`config.mk`:
```
export PLATFORM = sky130hd
export DESIGN_NAME = cyc_audio_dma
export DESIGN_NICKNAME = d
export VERILOG_FILES = /design/src/rtl/cad_pkg.sv /design/src/rtl/cad_gate.sv /design/src/rtl/cad_regs.sv /design/src/rtl/cad_engine.sv /design/src/rtl/cyc_audio_dma.sv
export SDC_FILE = /design/constraint.sdc
export NUM_CORES = 1
export LEC_CHECK = 0
export BUFFER_PORTS_ARGS = -buffer_cell sky130_fd_sc_hd__buf_2
export CELL_PAD_IN_SITES_DETAIL_PLACEMENT = 0
export CELL_PAD_IN_SITES_GLOBAL_PLACEMENT = 1
export CORE_ASPECT_RATIO = 1.25
export CORE_MARGIN = 5
export CORE_UTILIZATION = 35
export DETAILED_ROUTE_END_ITERATION = 8
export HOLD_SLACK_MARGIN = 0.03
export PLACE_DENSITY_LB_ADDON = 0.1
export SKIP_LAST_GASP = 1
export SYNTH_ARGS = -nofsm -noshare
export SYNTH_HDL_FRONTEND = slang
export SYNTH_SLANG_ARGS = --single-unit
```
`constraint.sdc`:
```
create_clock -name clk -period 2.9 [get_ports clk]
set_input_delay 0.58 -clock clk [delete_from_list [all_inputs] [get_ports clk]]
set_output_delay 0.58 -clock clk [all_outputs]
set_load 0.1 [all_outputs]
```
`src/rtl/cad_pkg.sv`:
```
package cad_pkg;
  localparam int WORD_W = 32;
  localparam int ADDR_W = 8;

  localparam logic [ADDR_W-1:0] OFF_CMD    = 8'h00;
  localparam logic [ADDR_W-1:0] OFF_STAT   = 8'h0C;
  localparam logic [ADDR_W-1:0] OFF_ISTAT  = 8'h10;
  localparam logic [ADDR_W-1:0] OFF_ICLR   = 8'h1C;
  localparam logic [ADDR_W-1:0] OFF_CTRL   = 8'h24;
  localparam logic [ADDR_W-1:0] OFF_CFG    = 8'h28;
  localparam logic [ADDR_W-1:0] OFF_FIFO   = 8'h2C;
  localparam logic [ADDR_W-1:0] OFF_REMAIN = 8'h30;
  localparam logic [ADDR_W-1:0] OFF_SRC    = 8'h34;
  localparam logic [ADDR_W-1:0] OFF_DST    = 8'h3C;
  localparam logic [ADDR_W-1:0] OFF_PLEN   = 8'h44;
  localparam logic [ADDR_W-1:0] OFF_WRAP   = 8'h54;

  localparam logic [3:0] DIR_TO_MEM = 4'd2;
  localparam logic [3:0] DIR_TO_DEV = 4'd4;
  localparam logic [WORD_W-1:0] PLEN_MASK = 32'h3fff_fffc;

  typedef enum logic [2:0] {EN_IDLE, EN_GATE, EN_MEM, EN_DEV, EN_HOLD} eng_state_e;

  // burst length in words from the minus-one field
  function automatic logic [4:0] burst_words(input logic [WORD_W-1:0] cfg);
    return 5'(cfg[23:20]) + 5'd1;
  endfunction

  // periods in the ring; field depends on the direction
  function automatic logic [3:0] ring_periods(input logic [WORD_W-1:0] cfg, input logic to_dev);
    return to_dev ? 4'(cfg[30:28]) + 4'd1 : 4'(cfg[26:24]) + 4'd1;
  endfunction

  function automatic logic dir_valid(input logic [WORD_W-1:0] ctrl);
    return (ctrl[15:12] == DIR_TO_MEM) || (ctrl[15:12] == DIR_TO_DEV);
  endfunction

  function automatic logic [WORD_W-1:0] ptr_after(input logic [WORD_W-1:0] ptr,
                                                  input logic [WORD_W-1:0] base,
                                                  input logic ring_end);
    return ring_end ? base : ptr + 32'd4;
  endfunction
endpackage

```
`src/rtl/cad_gate.sv`:
```
module cad_gate #(
  parameter int LVL_W = 6
) (
  input  logic             flow_en,
  input  logic             to_dev,
  input  logic [LVL_W-1:0] room,
  input  logic [LVL_W-1:0] level,
  input  logic [4:0]       burst,
  output logic             open
);
  localparam int CW = (LVL_W > 5) ? LVL_W : 5;
  logic [CW-1:0] need, have;
  always_comb begin
    need = CW'(burst);
    have = to_dev ? CW'(room) : CW'(level);
    open = !flow_en || (have >= need);
  end
endmodule

```
`src/rtl/cad_regs.sv`:
```
module cad_regs
  import cad_pkg::*;
#(
  parameter int CNT_W = 16
) (
  input  logic              clk,
  input  logic              rst_n,
  input  logic              wr,
  input  logic [ADDR_W-1:0] addr,
  input  logic [WORD_W-1:0] wdata,
  output logic [WORD_W-1:0] rdata,
  input  logic              en,
  input  logic              paused,
  input  logic              done_evt,
  input  logic [WORD_W-1:0] remain,
  input  logic [CNT_W-1:0]  wrap,
  output logic              cmd_q,
  output logic [WORD_W-1:0] ctrl_q,
  output logic [WORD_W-1:0] cfg_q,
  output logic [WORD_W-1:0] src_q,
  output logic [WORD_W-1:0] dst_q,
  output logic [WORD_W-1:0] plen_q,
  output logic              istat_q
);
  logic [WORD_W-1:0] fifo_q;
  logic start_ok, cfg_wr_ok;

  assign start_ok  = dir_valid(ctrl_q) && (plen_q != '0);
  assign cfg_wr_ok = wr && !en;

  always_ff @(posedge clk or negedge rst_n) begin
    if (!rst_n) begin
      cmd_q <= 1'b0; ctrl_q <= '0; cfg_q <= '0; fifo_q <= '0;
      src_q <= '0; dst_q <= '0; plen_q <= '0; istat_q <= 1'b0;
    end else begin
      if (wr && addr == OFF_CMD)  cmd_q  <= wdata[0] & (en | start_ok);
      if (wr && addr == OFF_CTRL) ctrl_q <= wdata;
      if (cfg_wr_ok) begin
        case (addr)
          OFF_CFG:  cfg_q  <= wdata;
          OFF_FIFO: fifo_q <= wdata;
          OFF_SRC:  src_q  <= wdata;
          OFF_DST:  dst_q  <= wdata;
          OFF_PLEN: plen_q <= wdata & PLEN_MASK;
          default: ;
        endcase
      end
      if (done_evt) istat_q <= 1'b1;
      else if (wr && addr == OFF_ICLR && wdata[0]) istat_q <= 1'b0;
    end
  end

  always_comb begin
    case (addr)
      OFF_CMD:    rdata = {31'b0, cmd_q};
      OFF_STAT:   rdata = {30'b0, paused, en};
      OFF_ISTAT:  rdata = {31'b0, istat_q};
      OFF_CTRL:   rdata = ctrl_q;
      OFF_CFG:    rdata = cfg_q;
      OFF_FIFO:   rdata = fifo_q;
      OFF_REMAIN: rdata = remain;
      OFF_SRC:    rdata = src_q;
      OFF_DST:    rdata = dst_q;
      OFF_PLEN:   rdata = plen_q;
      OFF_WRAP:   rdata = WORD_W'(wrap);
      default:    rdata = '0;
    endcase
  end
endmodule

```
`src/rtl/cad_engine.sv`:
```
module cad_engine
  import cad_pkg::*;
#(
  parameter int CNT_W = 16
) (
  input  logic              clk,
  input  logic              rst_n,
  input  logic              cmd,
  input  logic [WORD_W-1:0] ctrl,
  input  logic [WORD_W-1:0] cfg,
  input  logic [WORD_W-1:0] src,
  input  logic [WORD_W-1:0] dst,
  input  logic [WORD_W-1:0] plen,
  input  logic              gate_ok,
  input  logic              mem_gnt,
  input  logic [WORD_W-1:0] mem_rdata,
  input  logic              tx_ready,
  input  logic              rx_valid,
  input  logic [WORD_W-1:0] rx_data,
  output logic              to_dev,
  output logic [4:0]        blen,
  output logic              en,
  output logic              paused,
  output logic              word_done,
  output logic              done_evt,
  output logic [WORD_W-1:0] remain,
  output logic [CNT_W-1:0]  wrap,
  output logic              mem_req,
  output logic              mem_we,
  output logic [WORD_W-1:0] mem_addr,
  output logic [WORD_W-1:0] mem_wdata,
  output logic              tx_valid,
  output logic [WORD_W-1:0] tx_data,
  output logic              rx_ready
);
  eng_state_e state, after_word;
  logic [WORD_W-1:0] ptr, remain_q, hold_q, base;
  logic [2:0] idx;
  logic [4:0] bcnt;
  logic [3:0] nper;
  logic to_dev_q, pause_req, period_last, ring_last, burst_last;

  assign to_dev      = to_dev_q;
  assign pause_req   = ctrl[0];
  assign base        = to_dev_q ? src : dst;
  assign blen        = burst_words(cfg);
  assign nper        = ring_periods(cfg, to_dev_q);
  assign period_last = (remain_q == 32'd4);
  assign ring_last   = ({1'b0, idx} == nper - 4'd1);
  assign burst_last  = (bcnt + 5'd1 == blen);
  assign word_done   = (state == EN_DEV && to_dev_q && tx_ready) ||
                       (state == EN_MEM && !to_dev_q && mem_gnt);
  assign done_evt    = word_done && period_last;
  assign after_word  = (burst_last || period_last) ? EN_GATE : (to_dev_q ? EN_MEM : EN_DEV);

  always_ff @(posedge clk or negedge rst_n) begin
    if (!rst_n) begin
      state <= EN_IDLE; ptr <= '0; remain_q <= '0; hold_q <= '0;
      idx <= '0; bcnt <= '0; wrap <= '0; to_dev_q <= 1'b0;
    end else begin
      case (state)
        EN_IDLE: if (cmd) begin
          to_dev_q <= (ctrl[15:12] == DIR_TO_DEV);
          ptr      <= (ctrl[15:12] == DIR_TO_DEV) ? src : dst;
          remain_q <= plen;
          idx      <= '0;
          wrap     <= '0;
          state    <= EN_GATE;
        end
        EN_GATE: begin
          if (!cmd) state <= EN_IDLE;
          else if (pause_req) state <= EN_HOLD;
          else if (gate_ok) begin
            bcnt  <= '0;
            state <= to_dev_q ? EN_MEM : EN_DEV;
          end
        end
        EN_MEM: if (mem_gnt) begin
          if (to_dev_q) begin
            hold_q <= mem_rdata;
            state  <= EN_DEV;
          end else state <= after_word;
        end
        EN_DEV: begin
          if (to_dev_q) begin
            if (tx_ready) state <= after_word;
          end else if (rx_valid) begin
            hold_q <= rx_data;
            state  <= EN_MEM;
          end
        end
        EN_HOLD: begin
          if (!cmd) state <= EN_IDLE;
          else if (!pause_req) state <= EN_GATE;
        end
        default: state <= EN_IDLE;
      endcase
      if (word_done) begin
        ptr      <= ptr_after(ptr, base, period_last && ring_last);
        remain_q <= period_last ? plen : remain_q - 32'd4;
        bcnt     <= bcnt + 5'd1;
        if (period_last) begin
          idx  <= ring_last ? 3'd0 : idx + 3'd1;
          wrap <= wrap + 1'b1;
        end
      end
    end
  end

  assign en        = (state != EN_IDLE);
  assign paused    = (state == EN_HOLD);
  assign remain    = remain_q;
  assign mem_req   = (state == EN_MEM);
  assign mem_we    = !to_dev_q;
  assign mem_addr  = ptr;
  assign mem_wdata = hold_q;
  assign tx_valid  = (state == EN_DEV) && to_dev_q;
  assign tx_data   = hold_q;
  assign rx_ready  = (state == EN_DEV) && !to_dev_q;
endmodule

```
`src/rtl/cyc_audio_dma.sv`:
```
module cyc_audio_dma
  import cad_pkg::*;
#(
  parameter int CNT_W = 16,
  parameter int LVL_W = 6
) (
  input  logic              clk,
  input  logic              rst_n,
  input  logic              reg_wr,
  input  logic [ADDR_W-1:0] reg_addr,
  input  logic [WORD_W-1:0] reg_wdata,
  output logic [WORD_W-1:0] reg_rdata,
  output logic              irq,
  output logic              mem_req,
  output logic              mem_we,
  output logic [WORD_W-1:0] mem_addr,
  output logic [WORD_W-1:0] mem_wdata,
  input  logic              mem_gnt,
  input  logic [WORD_W-1:0] mem_rdata,
  output logic              tx_valid,
  output logic [WORD_W-1:0] tx_data,
  input  logic              tx_ready,
  input  logic [LVL_W-1:0]  tx_room,
  input  logic              rx_valid,
  input  logic [WORD_W-1:0] rx_data,
  output logic              rx_ready,
  input  logic [LVL_W-1:0]  rx_level
);
  logic cmd_q, istat_q, eng_en, eng_paused, word_done, done_evt, to_dev, gate_ok;
  logic [WORD_W-1:0] ctrl_q, cfg_q, src_q, dst_q, plen_q, remain;
  logic [CNT_W-1:0] wrap;
  logic [4:0] blen;

  cad_regs #(.CNT_W(CNT_W)) u_regs (
    .clk(clk), .rst_n(rst_n), .wr(reg_wr), .addr(reg_addr), .wdata(reg_wdata),
    .rdata(reg_rdata), .en(eng_en), .paused(eng_paused), .done_evt(done_evt),
    .remain(remain), .wrap(wrap), .cmd_q(cmd_q), .ctrl_q(ctrl_q), .cfg_q(cfg_q),
    .src_q(src_q), .dst_q(dst_q), .plen_q(plen_q), .istat_q(istat_q)
  );

  cad_gate #(.LVL_W(LVL_W)) u_gate (
    .flow_en(ctrl_q[1]), .to_dev(to_dev), .room(tx_room), .level(rx_level),
    .burst(blen), .open(gate_ok)
  );

  cad_engine #(.CNT_W(CNT_W)) u_eng (
    .clk(clk), .rst_n(rst_n), .cmd(cmd_q), .ctrl(ctrl_q), .cfg(cfg_q),
    .src(src_q), .dst(dst_q), .plen(plen_q), .gate_ok(gate_ok),
    .mem_gnt(mem_gnt), .mem_rdata(mem_rdata), .tx_ready(tx_ready),
    .rx_valid(rx_valid), .rx_data(rx_data), .to_dev(to_dev), .blen(blen),
    .en(eng_en), .paused(eng_paused), .word_done(word_done), .done_evt(done_evt),
    .remain(remain), .wrap(wrap), .mem_req(mem_req), .mem_we(mem_we),
    .mem_addr(mem_addr), .mem_wdata(mem_wdata), .tx_valid(tx_valid),
    .tx_data(tx_data), .rx_ready(rx_ready)
  );

  assign irq = istat_q;
endmodule

```
==> results.json <==
{
  "run_status": "completed",
  "drive_gt1_share_pct": 36.2,
  "worst-path-max-fanout": 23,
  "place_area_um2": 20000,
  "start_kind": "input pin",
  "gr-total-overflow": 0,
  "vias": 14400,
  "synth-edff-count": 0,
  "rsz0062_at_grt": "yes",
  "die_h_um": 255,
  "grt_first_pass_wirelength_um": 94500,
  "insertion_delay_ns": 0.53,
  "hold_violations": 0,
  "num_rows": 89,
  "cpMaxStageDelayCell": "a22oi_1",
  "crit_family": "compound AO/OA/AOI/OAI gates",
  "synth.most_common_cell": "dfrtp_1",
  "setup_viol": 0,
  "cts_tree": "done",
  "die_area_um2": 52400,
  "clkSinkCount": 312,
  "path_buf_inv": 3,
  "area_growth_pct": 26.5,
  "hp-class": "input pin to flop",
  "finalInstanceArea_um2": 21200,
  "synth_seq_cells": 312,
  "synth_nets": 1740,
  "cp-end-kind": "output port",
  "hpwl_um": 47200,
  "period_needed_ns": 2.88,
  "synth_top_cell_by_area": "dfrtp_1",
  "first_pass_iters": 7,
  "final.fill_count": 4455,
  "synth_seq_area_share_pct": 46.5,
  "peakVddDrop_uv": 363,
  "wire_per_inst_um": 25.0,
  "core_area_um2": 47300,
  "max_freq_ghz": 0.347,
  "async_reset_ff_share_pct": 100,
  "yosys_warnings": 0,
  "grt_pass1_vias": 14300,
  "start_util_pct": 35.5,
  "via_per_inst": 5.68,
  "grt_max_degree": 61,
  "path_clk_slew_ns": 0.06,
  "powerDensity_nw_per_um2": 736,
  "avgSynthCellArea_um2": 10.5,
  "finalCritPeriodShare_pct": 99.4,
  "crit_type": "input pin to output port",
  "yosysUniqueCellTypes": 70,
  "ys.flop_type": "dfrtp_1",
  "cpPeakStageDelay_ns": 0.45,
  "worst_pin_slew_ns": 0.965,
  "drc": 0,
  "grt_usage_pct": 23.6,
  "syn-cell-area_um2": 16800,
  "cap_viol_max_count": 0,
  "crit_arrival_ns": 2.30,
  "antenna_found_initial": 1,
  "slew_headroom_pct": 35.4,
  "skew_ns": 0.0133,
  "ios": 255,
  "htree_levels": 2,
  "synth_area_leaders": "dfrtp_1, mux2_2, mux2i_1, a22oi_1, a21oi_1",
  "die_x_um": 206,
  "slew_violations": 0,
  "cp_cell_sequence": "buf_2 > nor2_2 > nand3_2 > nor2_2 > buf_12 > a22oi_1 > nand3_1 > a221o_2 > buf_12",
  "p_leak_nw": 9.88,
  "dp_slack_ns": -0.00229,
  "required_ns": 2.32,
  "syn_inst": 1605,
  "wl_um": 63300,
  "yosysTopAreaCellShare_pct": 46.5,
  "antenna_left": 0,
  "cts_max_path_buffers": 3,
  "cts_made_buffers": 37,
  "finalWorstSetupSlack_ns": 0.0181,
  "clock-root-buffer": "clkbuf_16",
  "place.gp.congestion": 0.900,
  "synth_common_cells": "dfrtp_1, mux2_2, nand2_1",
  "drtIter0Drc": 884,
  "nets": 2007,
  "io_buffers": 254
}
## worst paths after layout
path | cells past startpoint | slack (ns) | end | start
setup / recovery | 9 | 0.02 | reg_rdata[5] | reg_addr[1]
hold / removal | 3 | 0.34 | u_eng.mem_wdata[17]$_DFFE_PN0P_ | rx_data[17]
setup reg to reg | 9 | 0.07 | u_eng.mem_addr[22]$_DFFE_PN0P_ | u_eng.to_dev$_DFFE_PN0P_
hold reg to reg | 1 | 0.50 | u_regs.ctrl_q[17]$_DFFE_PN0P_ | u_regs.ctrl_q[17]$_DFFE_PN0P_
max in group asynchronous | 3 | 1.41 | u_eng.mem_wdata[28]$_DFFE_PN0P_ | rst_n
min in group asynchronous | 2 | 0.56 | u_eng.mem_wdata[21]$_DFFE_PN0P_ | rst_n
## cell usage in the layout, fill, tap and decap left out, types with 64 or more instances in the layout
cell     Yosys  final
a22oi_1     75     73
dfrtp_1    312    311
mux2i_1     65     64
nand2_1    122    119
nand3_1     85     68
buf_4       33     90
mux2_2     198    198
nor2_1      89     79
a21oi_1    103    102
o21ai_0     66     66
buf_2        5    220
## tightest hold or removal path: cells and delay by family
| family | cells | cell delay, ns |
|---|---|---|
| AO/OA/AOI/OAI | 1 | 0.13 |
| buffers and inverters | 1 | 0.08 |
| multiplexers | 1 | 0.05 |
## area by class of cell
cell class,count,area (µm²),share of cell area (%)
Sequential cell,312,7810,36.8
Clock inverter,10,134,0.631
Inverter,13,51.3,0.242
Multi-Input combinational cell,1144,8530,40.2
Clock buffer,53,1070,5.02
Timing Repair Buffer,364,2830,13.4
Antenna cell,1,2.50,0.0118
Tap cell,637,797,3.76
## flip-flops by register name (all words and copies together) (netlist names)
register	cells
u_eng.remain	30
u_regs.src_q	32
u_eng.bcnt	5
u_eng.idx	3
u_regs.istat_q	1
u_regs.ctrl_q	32
u_eng.wrap	16
u_eng.mem_addr	32
u_regs.fifo_q	32
u_regs.cmd_q	1
u_eng.to_dev	1
u_regs.plen_q	28
u_eng.state	3
u_regs.dst_q	32
u_eng.mem_wdata	32
u_regs.cfg_q	32
## routing by layer
metal  vias up  share of wire (%)  track usage (%)
met3        86                7.1             4.24
met2       546                 49             41.0
met4         0                2.4             4.96
li1       6509                  -                -
met1      7253                 41             31.1
met5         -                  0                0
## cell families (layout without fill, tap and decap cells)
family | after synthesis | after routing | synth area share [%]
AO/OA/AOI/OAI | 379 | 379 | 15.3
XOR/XNOR | 47 | 47 | 2.45
adder cells (fa/ha/maj) | 13 | 13 | 0.970
buffers and inverters | 149 | 440 | 4.24
flip-flops | 312 | 312 | 46.5
multiplexers | 265 | 265 | 17.3
other | 0 | 1 | 0
AND/OR/NAND/NOR | 440 | 440 | 13.1
## timing repair
item | in CTS | in global routing
hold buffers | 1 | 0
endpoints found under the setup margin | 2 | 17
resized for setup | 0 | 8
pin swaps | 2 | 3
cloned | 0 | 0
setup buffers | 0 | 3
endpoints found under the hold margin | 5 | 0
## stage by stage
step | cells | setup TNS, ns | total power [W] | utilization (%) | hold WS [ns]
6_report | 2534 | 0 | 0.0156 | 44.8 | 0.344
3_3_place_gp | 2466 | 0 | 0.0110 | 42.2 | 0.487
3_5_place_dp | 2466 | -0.00229 | 0.0110 | 42.2 | 0.493
2_1_floorplan | 1605 | -0.000901 | 0.00975 | - | 0.284
4_1_cts | 2530 | -0.00137 | 0.0158 | 44.7 | 0.318
5_1_grt | 2533 | -0.103 | 0.0162 | 44.8 | 0.347
## power by group
part	switching [W]	internal, W	total [W]
clock	0.00187	0.00281	0.00469
sequential	0.000599	0.00484	0.00543
combinational	0.00436	0.00114	0.00550
total	0.00683	0.00879	0.0156
Power figures use the tool's default switching activity.
